## src/rtl/auxc_pkg.sv

```systemverilog
`timescale 1ns/1ps
package auxc_pkg;

    typedef enum logic [2:0] {
        ST_IDLE,
        ST_REQ,
        ST_TXDATA,
        ST_WAIT,
        ST_RXDATA,
        ST_GAP
    } auxc_state_e;

    localparam logic [3:0] RX_ACK          = 4'h0;
    localparam logic [3:0] RX_NATIVE_DEFER = 4'h2;
    localparam logic [3:0] RX_I2C_DEFER    = 4'h8;

    localparam logic [3:0] STAT_OK      = 4'd0;
    localparam logic [3:0] STAT_TIMEOUT = 4'd1;
    localparam logic [3:0] STAT_NACK    = 4'd2;

    localparam logic [5:0] RI_CMD    = 6'd0;
    localparam logic [5:0] RI_ADDR0  = 6'd1;
    localparam logic [5:0] RI_ADDR1  = 6'd2;
    localparam logic [5:0] RI_ADDR2  = 6'd3;
    localparam logic [5:0] RI_START  = 6'd4;
    localparam logic [5:0] RI_IRQ    = 6'd5;
    localparam logic [5:0] RI_CHSTA  = 6'd6;
    localparam logic [5:0] RI_RXCMD  = 6'd7;
    localparam logic [5:0] RI_RETRY  = 6'd8;
    localparam logic [5:0] RI_DEFER  = 6'd9;
    localparam logic [5:0] RI_BUFCTL = 6'd10;

    function automatic int unsigned gap_ticks(input logic [1:0] sel);
        case (sel)
            2'd0:    return 600;
            2'd1:    return 800;
            2'd2:    return 1000;
            default: return 1800;
        endcase
    endfunction

endpackage

```

## src/rtl/auxc_backoff.sv

```systemverilog
`timescale 1ns/1ps
module auxc_backoff #(
    parameter int unsigned CNT_W = 11
) (
    input  logic       clk,
    input  logic       rst_n,
    input  logic       run,
    input  logic       us_tick,
    input  logic [1:0] sel,
    output logic       done
);
    import auxc_pkg::*;

    logic [CNT_W-1:0] cnt;
    logic [CNT_W-1:0] limit_m1;

    assign limit_m1 = CNT_W'(gap_ticks(sel) - 1);
    assign done     = run && us_tick && (cnt == limit_m1);

    always_ff @(posedge clk or negedge rst_n) begin
        if (!rst_n)       cnt <= '0;
        else if (!run)    cnt <= '0;
        else if (us_tick) cnt <= cnt + 1'b1;
    end
endmodule

```

## src/rtl/auxc_data_buf.sv

```systemverilog
`timescale 1ns/1ps
module auxc_data_buf #(
    parameter int unsigned BYTES = 16,
    localparam int unsigned AW   = $clog2(BYTES)
) (
    input  logic          clk,
    input  logic          rst_n,
    input  logic          clr,
    input  logic          wr_en,
    input  logic [AW-1:0] wr_idx,
    input  logic [7:0]    wr_data,
    input  logic [AW-1:0] rd_idx_a,
    output logic [7:0]    rd_data_a,
    input  logic [AW-1:0] rd_idx_b,
    output logic [7:0]    rd_data_b
);
    logic [BYTES-1:0][7:0] mem;

    always_ff @(posedge clk or negedge rst_n) begin
        if (!rst_n) begin
            mem <= '0;
        end else begin
            for (int i = 0; i < BYTES; i++) begin
                if (clr)                                 mem[i] <= 8'h00;
                else if (wr_en && wr_idx == AW'(i))      mem[i] <= wr_data;
            end
        end
    end

    assign rd_data_a = mem[rd_idx_a];
    assign rd_data_b = mem[rd_idx_b];
endmodule

```

## src/rtl/aux_xact_ctrl.sv

```systemverilog
`timescale 1ns/1ps
module aux_xact_ctrl #(
    parameter int unsigned BUF_BYTES   = 16,
    parameter int unsigned TIMEOUT_CYC = 512,
    localparam int unsigned BUF_AW     = $clog2(BUF_BYTES),
    localparam int unsigned TMO_W      = $clog2(TIMEOUT_CYC + 1)
) (
    input  logic        clk,
    input  logic        rst_n,
    input  logic        us_tick,
    input  logic        reg_wr,
    input  logic [5:0]  reg_addr,
    input  logic [7:0]  reg_wdata,
    output logic [7:0]  reg_rdata,
    output logic        lnk_req_valid,
    output logic [3:0]  lnk_req_cmd,
    output logic [19:0] lnk_req_addr,
    output logic [3:0]  lnk_req_len,
    output logic        lnk_req_addr_only,
    output logic        lnk_tx_valid,
    output logic [7:0]  lnk_tx_data,
    input  logic        lnk_rx_valid,
    input  logic [7:0]  lnk_rx_data,
    input  logic        lnk_rx_last
);
    import auxc_pkg::*;

    auxc_state_e state_q, state_d;

    logic [3:0]        cmd_q;
    logic [BUF_AW-1:0] len_q;
    logic [19:0]       addr_q;
    logic              aonly_q;
    logic              irq_reply, irq_err;
    logic [3:0]        status_q, rxcmd_q;
    logic [4:0]        retry_cfg;
    logic              defer_en_q;
    logic [3:0]        defer_cnt_q, defer_left;
    logic [2:0]        retry_left;
    logic [BUF_AW-1:0] tx_idx, rx_idx;
    logic [TMO_W-1:0]  tmo_cnt;

    logic busy, host_ok, start_req, waiting, tmo_hit, gap_done;
    logic ev_done_reply, ev_tmo_retry, ev_tmo_fail, ev_defer_retry, rx_store;
    logic [3:0] rx_code, done_code;
    logic rx_defer, done_defer;
    logic host_buf_wr, buf_clr, buf_wr_en;
    logic [BUF_AW-1:0] buf_wr_idx;
    logic [7:0] buf_wr_data, buf_host_rd, buf_tx_rd;

    assign busy      = (state_q != ST_IDLE);
    assign host_ok   = reg_wr && !busy;
    assign start_req = host_ok && (reg_addr == RI_START) && reg_wdata[0];
    assign waiting   = (state_q == ST_WAIT) || (state_q == ST_RXDATA);
    assign tmo_hit   = waiting && !lnk_rx_valid && (tmo_cnt == TMO_W'(TIMEOUT_CYC - 1));
    assign rx_code   = lnk_rx_data[3:0];
    assign rx_defer  = (rx_code == RX_NATIVE_DEFER) || (rx_code == RX_I2C_DEFER);
    assign done_code = (state_q == ST_RXDATA) ? RX_ACK : rx_code;
    assign done_defer = (done_code == RX_NATIVE_DEFER) || (done_code == RX_I2C_DEFER);

    // next-state decision
    always_comb begin
        state_d        = state_q;
        ev_done_reply  = 1'b0;
        ev_tmo_retry   = 1'b0;
        ev_tmo_fail    = 1'b0;
        ev_defer_retry = 1'b0;
        rx_store       = 1'b0;
        unique case (state_q)
            ST_IDLE:   if (start_req) state_d = ST_REQ;
            ST_REQ:    state_d = (!cmd_q[0] && !aonly_q) ? ST_TXDATA : ST_WAIT;
            ST_TXDATA: if (tx_idx == len_q) state_d = ST_WAIT;
            ST_WAIT: begin
                if (lnk_rx_valid) begin
                    if (rx_defer && defer_en_q && defer_left != 4'd0) begin
                        state_d = ST_GAP;  ev_defer_retry = 1'b1;
                    end else if (rx_code == RX_ACK && cmd_q[0] && !aonly_q && !lnk_rx_last) begin
                        state_d = ST_RXDATA;
                    end else begin
                        state_d = ST_IDLE; ev_done_reply = 1'b1;
                    end
                end else if (tmo_hit) begin
                    if (retry_left != 3'd0) begin state_d = ST_GAP;  ev_tmo_retry = 1'b1; end
                    else                    begin state_d = ST_IDLE; ev_tmo_fail  = 1'b1; end
                end
            end
            ST_RXDATA: begin
                if (lnk_rx_valid) begin
                    rx_store = 1'b1;
                    if (lnk_rx_last) begin state_d = ST_IDLE; ev_done_reply = 1'b1; end
                end else if (tmo_hit) begin
                    if (retry_left != 3'd0) begin state_d = ST_GAP;  ev_tmo_retry = 1'b1; end
                    else                    begin state_d = ST_IDLE; ev_tmo_fail  = 1'b1; end
                end
            end
            ST_GAP:    if (gap_done) state_d = ST_REQ;
            default:   state_d = ST_IDLE;
        endcase
    end

    // state register
    always_ff @(posedge clk or negedge rst_n) begin
        if (!rst_n) state_q <= ST_IDLE;
        else        state_q <= state_d;
    end

    // registers, counters and flags
    always_ff @(posedge clk or negedge rst_n) begin
        if (!rst_n) begin
            cmd_q <= '0; len_q <= '0; addr_q <= '0; aonly_q <= 1'b0;
            irq_reply <= 1'b0; irq_err <= 1'b0; status_q <= STAT_OK; rxcmd_q <= '0;
            retry_cfg <= '0; defer_en_q <= 1'b0; defer_cnt_q <= '0;
            defer_left <= '0; retry_left <= '0; tx_idx <= '0; rx_idx <= '0; tmo_cnt <= '0;
        end else begin
            if (host_ok) begin
                case (reg_addr)
                    RI_CMD:   begin len_q <= reg_wdata[4 +: BUF_AW]; cmd_q <= reg_wdata[3:0]; end
                    RI_ADDR0: addr_q[7:0]   <= reg_wdata;
                    RI_ADDR1: addr_q[15:8]  <= reg_wdata;
                    RI_ADDR2: addr_q[19:16] <= reg_wdata[3:0];
                    RI_START: if (reg_wdata[0]) aonly_q <= reg_wdata[1];
                    default: ;
                endcase
            end
            if (reg_wr && reg_addr == RI_RETRY) retry_cfg <= reg_wdata[4:0];
            if (reg_wr && reg_addr == RI_DEFER) begin
                defer_en_q  <= reg_wdata[7];
                defer_cnt_q <= reg_wdata[3:0];
            end
            if (reg_wr && reg_addr == RI_IRQ) begin
                if (reg_wdata[1]) irq_reply <= 1'b0;
                if (reg_wdata[0]) irq_err   <= 1'b0;
            end
            if (start_req) begin
                defer_left <= defer_cnt_q;
                retry_left <= retry_cfg[2:0];
                status_q   <= STAT_OK;
            end
            if (ev_defer_retry) defer_left <= defer_left - 1'b1;
            if (ev_tmo_retry)   retry_left <= retry_left - 1'b1;
            if (ev_done_reply) begin
                irq_reply <= 1'b1;
                rxcmd_q   <= done_code;
                if (done_code == RX_ACK || done_defer) status_q <= STAT_OK;
                else begin irq_err <= 1'b1; status_q <= STAT_NACK; end
            end
            if (ev_tmo_fail) begin
                irq_err  <= 1'b1;
                status_q <= STAT_TIMEOUT;
            end
            if (state_q == ST_REQ)         tx_idx <= '0;
            else if (state_q == ST_TXDATA) tx_idx <= tx_idx + 1'b1;
            if (state_q == ST_REQ)         rx_idx <= '0;
            else if (rx_store)             rx_idx <= rx_idx + 1'b1;
            if (!waiting || lnk_rx_valid)  tmo_cnt <= '0;
            else                           tmo_cnt <= tmo_cnt + 1'b1;
        end
    end

    assign host_buf_wr = host_ok && reg_addr[5];
    assign buf_clr     = host_ok && (reg_addr == RI_BUFCTL) && reg_wdata[7];
    assign buf_wr_en   = rx_store || host_buf_wr;
    assign buf_wr_idx  = rx_store ? rx_idx : reg_addr[BUF_AW-1:0];
    assign buf_wr_data = rx_store ? lnk_rx_data : reg_wdata;

    auxc_data_buf #(.BYTES(BUF_BYTES)) u_buf (
        .clk(clk), .rst_n(rst_n), .clr(buf_clr),
        .wr_en(buf_wr_en), .wr_idx(buf_wr_idx), .wr_data(buf_wr_data),
        .rd_idx_a(reg_addr[BUF_AW-1:0]), .rd_data_a(buf_host_rd),
        .rd_idx_b(tx_idx), .rd_data_b(buf_tx_rd)
    );

    auxc_backoff #(.CNT_W(11)) u_gap (
        .clk(clk), .rst_n(rst_n), .run(state_q == ST_GAP),
        .us_tick(us_tick), .sel(retry_cfg[4:3]), .done(gap_done)
    );

    // outputs
    always_comb begin
        lnk_req_valid     = (state_q == ST_REQ);
        lnk_req_cmd       = cmd_q;
        lnk_req_addr      = addr_q;
        lnk_req_len       = 4'(len_q);
        lnk_req_addr_only = aonly_q;
        lnk_tx_valid      = (state_q == ST_TXDATA);
        lnk_tx_data       = buf_tx_rd;
        if (reg_addr[5]) begin
            reg_rdata = buf_host_rd;
        end else begin
            case (reg_addr)
                RI_CMD:   reg_rdata = 8'({len_q, cmd_q});
                RI_ADDR0: reg_rdata = addr_q[7:0];
                RI_ADDR1: reg_rdata = addr_q[15:8];
                RI_ADDR2: reg_rdata = {4'h0, addr_q[19:16]};
                RI_START: reg_rdata = {6'h0, aonly_q, busy};
                RI_IRQ:   reg_rdata = {6'h0, irq_reply, irq_err};
                RI_CHSTA: reg_rdata = {3'h0, busy, status_q};
                RI_RXCMD: reg_rdata = {4'h0, rxcmd_q};
                RI_RETRY: reg_rdata = {3'h0, retry_cfg};
                RI_DEFER: reg_rdata = {defer_en_q, 3'h0, defer_cnt_q};
                default:  reg_rdata = 8'h00;
            endcase
        end
    end
endmodule

```

## config.mk

```make
export PLATFORM = sky130hd
export DESIGN_NAME = aux_xact_ctrl
export DESIGN_NICKNAME = d
export VERILOG_FILES = /design/src/rtl/auxc_pkg.sv /design/src/rtl/auxc_backoff.sv /design/src/rtl/auxc_data_buf.sv /design/src/rtl/aux_xact_ctrl.sv
export SDC_FILE = /design/constraint.sdc
export NUM_CORES = 1
export LEC_CHECK = 0
export ABC_AREA = 1
export CAP_MARGIN = 25
export CORE_ASPECT_RATIO = 0.5
export CORE_MARGIN = 4
export CORE_UTILIZATION = 43
export CTS_BUF_LIST = sky130_fd_sc_hd__clkbuf_4
export DETAILED_ROUTE_END_ITERATION = 12
export DONT_BUFFER_PORTS = 1
export PLACE_DENSITY = 0.56
export SLEW_MARGIN = 20
export SYNTH_ARGS = -nofsm -noshare
export SYNTH_HDL_FRONTEND = slang
export SYNTH_SLANG_ARGS = --single-unit
```

## constraint.sdc

```tcl
create_clock -name clk -period 2.4 [get_ports clk]
set_clock_uncertainty 0.2 [all_clocks]
set_input_delay 0.48 -clock clk [delete_from_list [all_inputs] [get_ports clk]]
set_output_delay 0.48 -clock clk [all_outputs]
set_load 0.01 [all_outputs]
```

Yosys cells after proc, flatten, opt, wreduce, memory -nomap -nowiden
Index checks and enable logic that the tools add are counted.
{"block": "totals", "word_cells": 272, "input_bits": 28, "out_inout_bits": 47, "register_bits": 216}
{"block": "op_classes", "n_reduce_logical": 87, "add_sub_neg": 7, "eq_ne": 44, "n_lt_le_gt_ge": 2, "n_mux": 96}
{"operator": "2-to-1 mux 8 bit", "count": 36}
{"operator": "case mux 8 bit (10 select lines)", "count": 1}
{"operator": "binary-select mux 8 bit (select 4 bit)", "count": 2}
{"operator": "2-to-1 mux 4 bit", "count": 11}
{"operator": "nonzero test 2 bit", "count": 22}
{"operator": "equality test 4 bit, second input constant", "count": 10}
{"operator": "2-to-1 mux 3 bit", "count": 12}
{"operator": "logical AND 1 bit", "count": 35}
{"operator": "case mux 11 bit (3 select lines)", "count": 1}
{"operator": "2-to-1 mux 1 bit", "count": 27}
{"operator": "equality test 6 x 3 -> 1 bit, second input constant", "count": 4}
{"operator": "2-to-1 mux 11 bit", "count": 2}
{"operator": "equality test 6 x 4 -> 1 bit, second input constant", "count": 3}
{"operator": "case mux 3 bit (6 select lines)", "count": 1}
{"operator": "equality test 4 x 2 -> 1 bit, second input constant", "count": 4}
{"operator": "equality test 4 x 3 -> 1 bit, second input constant", "count": 4}
{"operator": "equality test 6 x 2 -> 1 bit, second input constant", "count": 2}
{"operator": "logical NOT 4 bit", "count": 3}
{"operator": "adder 11 x 1 -> 11 bit, second input constant", "count": 1}
{"operator": "equality test 11 bit", "count": 1}
{"operator": "subtractor 11 x 1 -> 11 bit, second input constant", "count": 1}
{"operator": "adder 10 x 1 -> 10 bit, second input constant", "count": 1}
{"operator": "equality test 10 x 9 -> 1 bit, second input constant", "count": 1}
{"operator": "< comparator 4 x 5 -> 1 bit, second input constant", "count": 2}
{"operator": "other kinds (28)", "count": 49}

Depth between registers and ports, before layout
{"block": "depth", "ltp_word": 10, "depth_mapped": 12, "depth_no_buf": 11}

Modules after synthesis
Synthesis repeated with hierarchy kept, for this count alone.
{"block": "hier_totals", "cells_unflattened": 1790, "area_unflattened_um2": 12493.2}
{"mod": "auxc_data_buf", "area_each_um2": 7649.8, "instances": 1, "cells_per_inst": 1150, "seq_area_each_um2": 3203.1}
{"mod": "aux_xact_ctrl", "area_each_um2": 4131.5, "instances": 1, "cells_per_inst": 539, "seq_area_each_um2": 1876.8}
{"mod": "auxc_backoff", "area_each_um2": 711.9, "instances": 1, "cells_per_inst": 101, "seq_area_each_um2": 275.3}

Worst setup path after synthesis
OpenSTA, ideal clock, no wires.
{"block": "synth_timing", "path_kind": "input to output", "from": "in reg_addr[5]", "to": "out reg_rdata[4]", "required_time_ps": 1720, "t_arrival_ps": 1602, "path_stages": 8, "slack_ps": 118, "path_buffers": 1, "path_cell_list": "clkbuf_2 > nor2_1 > nand2_1 > nor2_1 > inv_1 > o22ai_1 > nor3_1 > nand2_1"}
{"block": "synth_between", "elab_chain_cells": 3, "word_cells_on_any_way": 12, "classes_between": "9 x eq/ne; 2 x mux; 1 x reduce/logical"}
{"element": "start, declared", "line_no": "aux_xact_ctrl.sv:12", "text": "input logic [5:0] reg_addr,"}
{"element": "equality test 6 x 4 -> 1 bit (tied with other cells)", "line_no": "aux_xact_ctrl.sv:190", "text": "case (reg_addr)"}
{"element": "case mux 8 bit (10 select lines)", "line_no": "aux_xact_ctrl.sv:190"}
{"element": "2-to-1 mux 8 bit (*)", "line_no": "aux_xact_ctrl.sv:187", "text": "if (reg_addr[5]) begin"}
{"element": "end, declared", "line_no": "aux_xact_ctrl.sv:14", "text": "output logic [7:0] reg_rdata,"}
Every way passes the cells marked *; elsewhere a longest branch is shown, timed or not.

Worst setup path in the final report
{"block": "layout_timing", "from": "reg tx_idx[0]", "to": "out lnk_tx_data[0]"}
{"block": "layout_between", "elab_chain_cells": 2}
{"element": "start, declared", "line_no": "aux_xact_ctrl.sv:40", "text": "logic [BUF_AW-1:0] tx_idx, rx_idx;"}
{"element": "start signal, assigned", "line_no": "aux_xact_ctrl.sv:152", "text": "else if (state_q == ST_TXDATA) tx_idx <= tx_idx + 1'b1;"}
{"element": "binary-select mux 8 bit (select 4 bit)", "line_no": "auxc_data_buf.sv:31", "text": "assign rd_data_b = mem[rd_idx_b];"}
{"element": "2-to-1 mux 8 bit (implied by the code)", "line_no": "auxc_data_buf.sv:31"}
{"element": "end, declared", "line_no": "aux_xact_ctrl.sv:21", "text": "output logic [7:0] lnk_tx_data,"}
Every way passes these cells. The select of a mux whose other input is x is not followed.

==> flow_summary.yaml <==
outcome:
  status: "finished, violations left"
  violations: "negative hold slack, negative setup slack"
cts:
  cts_tree: "done"
  clk_pin_slew_ns: 0.08
  cts.path.max_buffers: 3
  cts-root-buf: "clkbuf_4"
  cts_hold_buf: 18
  cts_made_buffers: 50
  numClockSinks: 214
  htree_levels: 2
  clk_latency_ns: 0.71
setup_path:
  worstPathArrival_ns: 2.18
  reg2reg_depth: 12
  cp.required_ns: 1.72
  critical_path.endpoint_type: "output pin"
  cp-start-kind: "flip-flop"
  reg2reg_setup_slack_ns: 0.08
  cpPeakStageDelay_ns: 0.46
  worstReg2RegStart: "state_q[0]"
  worst-path-buf-inv: 2
  cpLargestDelayFamily: "flip-flops"
  path_cells: "inv_4, buf_12, nor2_1, o22ai_2, o211ai_1, nand2_2"
  reg2reg_to: "u_buf.mem[92]"
  cp_slowest_cell: "dfrtp_2"
  worstPathMaxFanout: 38
  critPathKind: "reg2out"
sta:
  setup_tns_ns: -5.22
  fmax_mhz: 349
  worst_pin_slew_ns: 0.516
  period_needed_ns: 2.86
  drv_slew: 0
  fin_ws_ns: -0.464
  setup_viol: 17
  hold_slack_ns: -0.758
  report.final.hold_viol_count: 214
  period_share: 1.19
  slew-limit-headroom: 0.656
  rsz0062_at_grt: "yes"
global_routing:
  gr-usage-all-layers: 0.288
  grt_pass1_wl_um: 69800
  antenna_found_initial: 0
  grt_max_degree: 215
  grt_overflow: 0
  grt_pass1_vias: 11900
drt:
  drtAntennaViolNets: 0
  via_count: 12500
  route.detailed.drc: 0
  dr.pass1.iters: 6
  wl_per_cell_um: 21.0
  vias_per_cell: 5.76
  drt_iter0_drc: 1329
  drt_wl_total_um: 45500
synth:
  ys_ff_latch: 214
  muxShareOfSynthArea: 0.00186
  yosys.area_share.simple: 0.327
  synth_largest_area_cell: "dfrtp_1"
  yosysSeqAreaShare: 0.443
  synth_compound_area_frac: 0.153
  synthArstFlopShare: 1.00
  ys_types: 44
  yosys_most_used_dff: "dfrtp_1"
  synthesis.nets: 1666
  synth_xor_area_frac: 0.00363
  synthAdderAreaFrac: 0.00725
  netlist_area_sq_mm: 0.0121
  synth_top_family_by_area: "simple AND/OR/NAND/NOR gates"
  netlist_instances: 1631
  synth_top_cell_area_share: 0.443
  yosys-top-cells-area: "dfrtp_1, nand2_1, nand3_1"
  yosysWarnings: 0
  avgSynthCellArea_sq_um: 7.41
  synth_enable_flop_cells: 0
place:
  place_congestion: 0.925
  dp_cells: 2023
  place_hpwl_um: 29900
  port_buffers: 0
worst_hold_path:
  min_path_type: "in2async"
floorplan:
  io-pin-count: 75
  rows: 43
  core_sq_mm: 0.0277
  start_util: 0.436
  die_h_um: 127
  dieArea_sq_mm: 0.0310
  die_x_um: 245
finish:
  regArea_sq_mm: 0.00537
  multiInputGateArea_sq_mm: 0.00651
  stdcell_count: 2165
  mostFrequentLayoutCell: "nand2_1"
  final_util: 0.538
  drive_above_1_share: 0.204
  area_delta_synth_final_pct: 23.4
  final_cell_mix: "nand2_1, dfrtp_1, nand3_1"
  fill_cells: 2702
  antenna_cells: 0
  fin_nets: 1783
power:
  vdd_drop_max_mv: 0.442
  power_density_mw_per_mm2: 894
  power_leakage_nw: 7.37
run:
  max-cap-violations: 0
==> Yosys cell counts, drive strengths merged (4+ instances only) <==
cell type  count
nand2        521
o31ai          4
nor2         153
a22oi         63
nand3        199
nand4         14
nor3          17
o211ai         9
ha             7
o22ai         20
buf           30
inv          116
o221ai        22
clkbuf        45
xor2           4
o21ai        153
a21oi         28
dfrtp        214
==> routing by layer <==
layer | up-vias | track usage | routed length (um)
met4 | 0 | 0.0952 | 1390
met2 | 632 | 0.423 | 19400
met5 | - | 0 | 0
li1 | 5738 | - | -
met3 | 101 | 0.0790 | 4800
met1 | 5994 | 0.412 | 19900
==> area by class of cell <==
type,count,area share
multi-input combinational,1228,0.437
clock buffer,77,0.0388
inverter,117,0.0312
sequential,214,0.360
tap,382,0.0321
timing repair buffer,137,0.0988
clock inverter,10,0.00260
==> stage by stage <==
step | area (sq um) | power, mW | setup WS, ns | hold WS [ns]
after global routing | 14900 | 14.1 | -0.584 | -0.805
after CTS | 14400 | 13.0 | -0.485 | -0.803
after detailed placement | 13100 | 9.15 | -0.263 | -0.00317
after floorplan | 12100 | 7.59 | 0.118 | -0.0156
after global placement | 13100 | 9.06 | -0.286 | -0.00402
final | 14900 | 13.3 | -0.464 | -0.758
==> worst register-to-register path, delay by kind of cell (launching register included) <==
kind,cells,cell delay [ns]
and+or+nand+nor,8,1.10
DFF,1,0.43
buffers and inverters,3,0.32
AOI/OAI and AO/OA,1,0.15
==> logic make-up (layout without fill, tap and decap cells) <==
kind of cell | Yosys count | count (layout)
AO/OA/AOI/OAI | 303 | 303
XOR/XNOR | 5 | 5
adder cells (fa/ha/maj) | 7 | 7
buffers and inverters | 192 | 341
flip-flops | 214 | 214
multiplexers | 2 | 2
AND/OR/NAND/NOR | 908 | 911
==> flip-flops by register name, indices dropped and copies added (netlist names), 4 cells and up <==
name and count:
lnk_req_cmd 4, defer_cnt_q 4, rx_idx 4, retry_cfg 5, lnk_req_addr 20, defer_left 4, tmo_cnt 10, lnk_req_len 4
u_gap.cnt 11, u_buf.mem 128, rxcmd_q 4, tx_idx 4
==> where the power goes <==
group | leakage, nW | switching [mW] | total, mW | internal (mW)
logic | 4.18 | 2.98 | 4.95 | 1.97
registers | 2.81 | 0.936 | 5.37 | 4.43
clock network | 0.372 | 1.57 | 3.02 | 1.45
total | 7.37 | 5.49 | 13.3 | 7.85
==> what timing repair did <==
action | CTS | global route
endpoints found under the setup margin | 46 | 146
gates cloned | 3 | 3
setup buffers | 18 | 16
gates resized for setup | 109 | 83
pin swaps | 60 | 38
endpoints found under the hold margin | 279 | 214
==> worst max-delay path by stage <==
stage                startpoint              to  slack, ns  cells past startpoint
floorplan           reg_addr[5]    reg_rdata[4]       0.12                      8
global placement    reg_addr[1]    reg_rdata[3]      -0.29                     11
detailed placement  reg_addr[1]    reg_rdata[3]      -0.26                     11
CTS                   tx_idx[0]  lnk_tx_data[0]      -0.48                      6
global route          tx_idx[0]  lnk_tx_data[4]      -0.58                      6
finish                tx_idx[0]  lnk_tx_data[0]      -0.46                      6
Power figures use the tool's default switching activity.
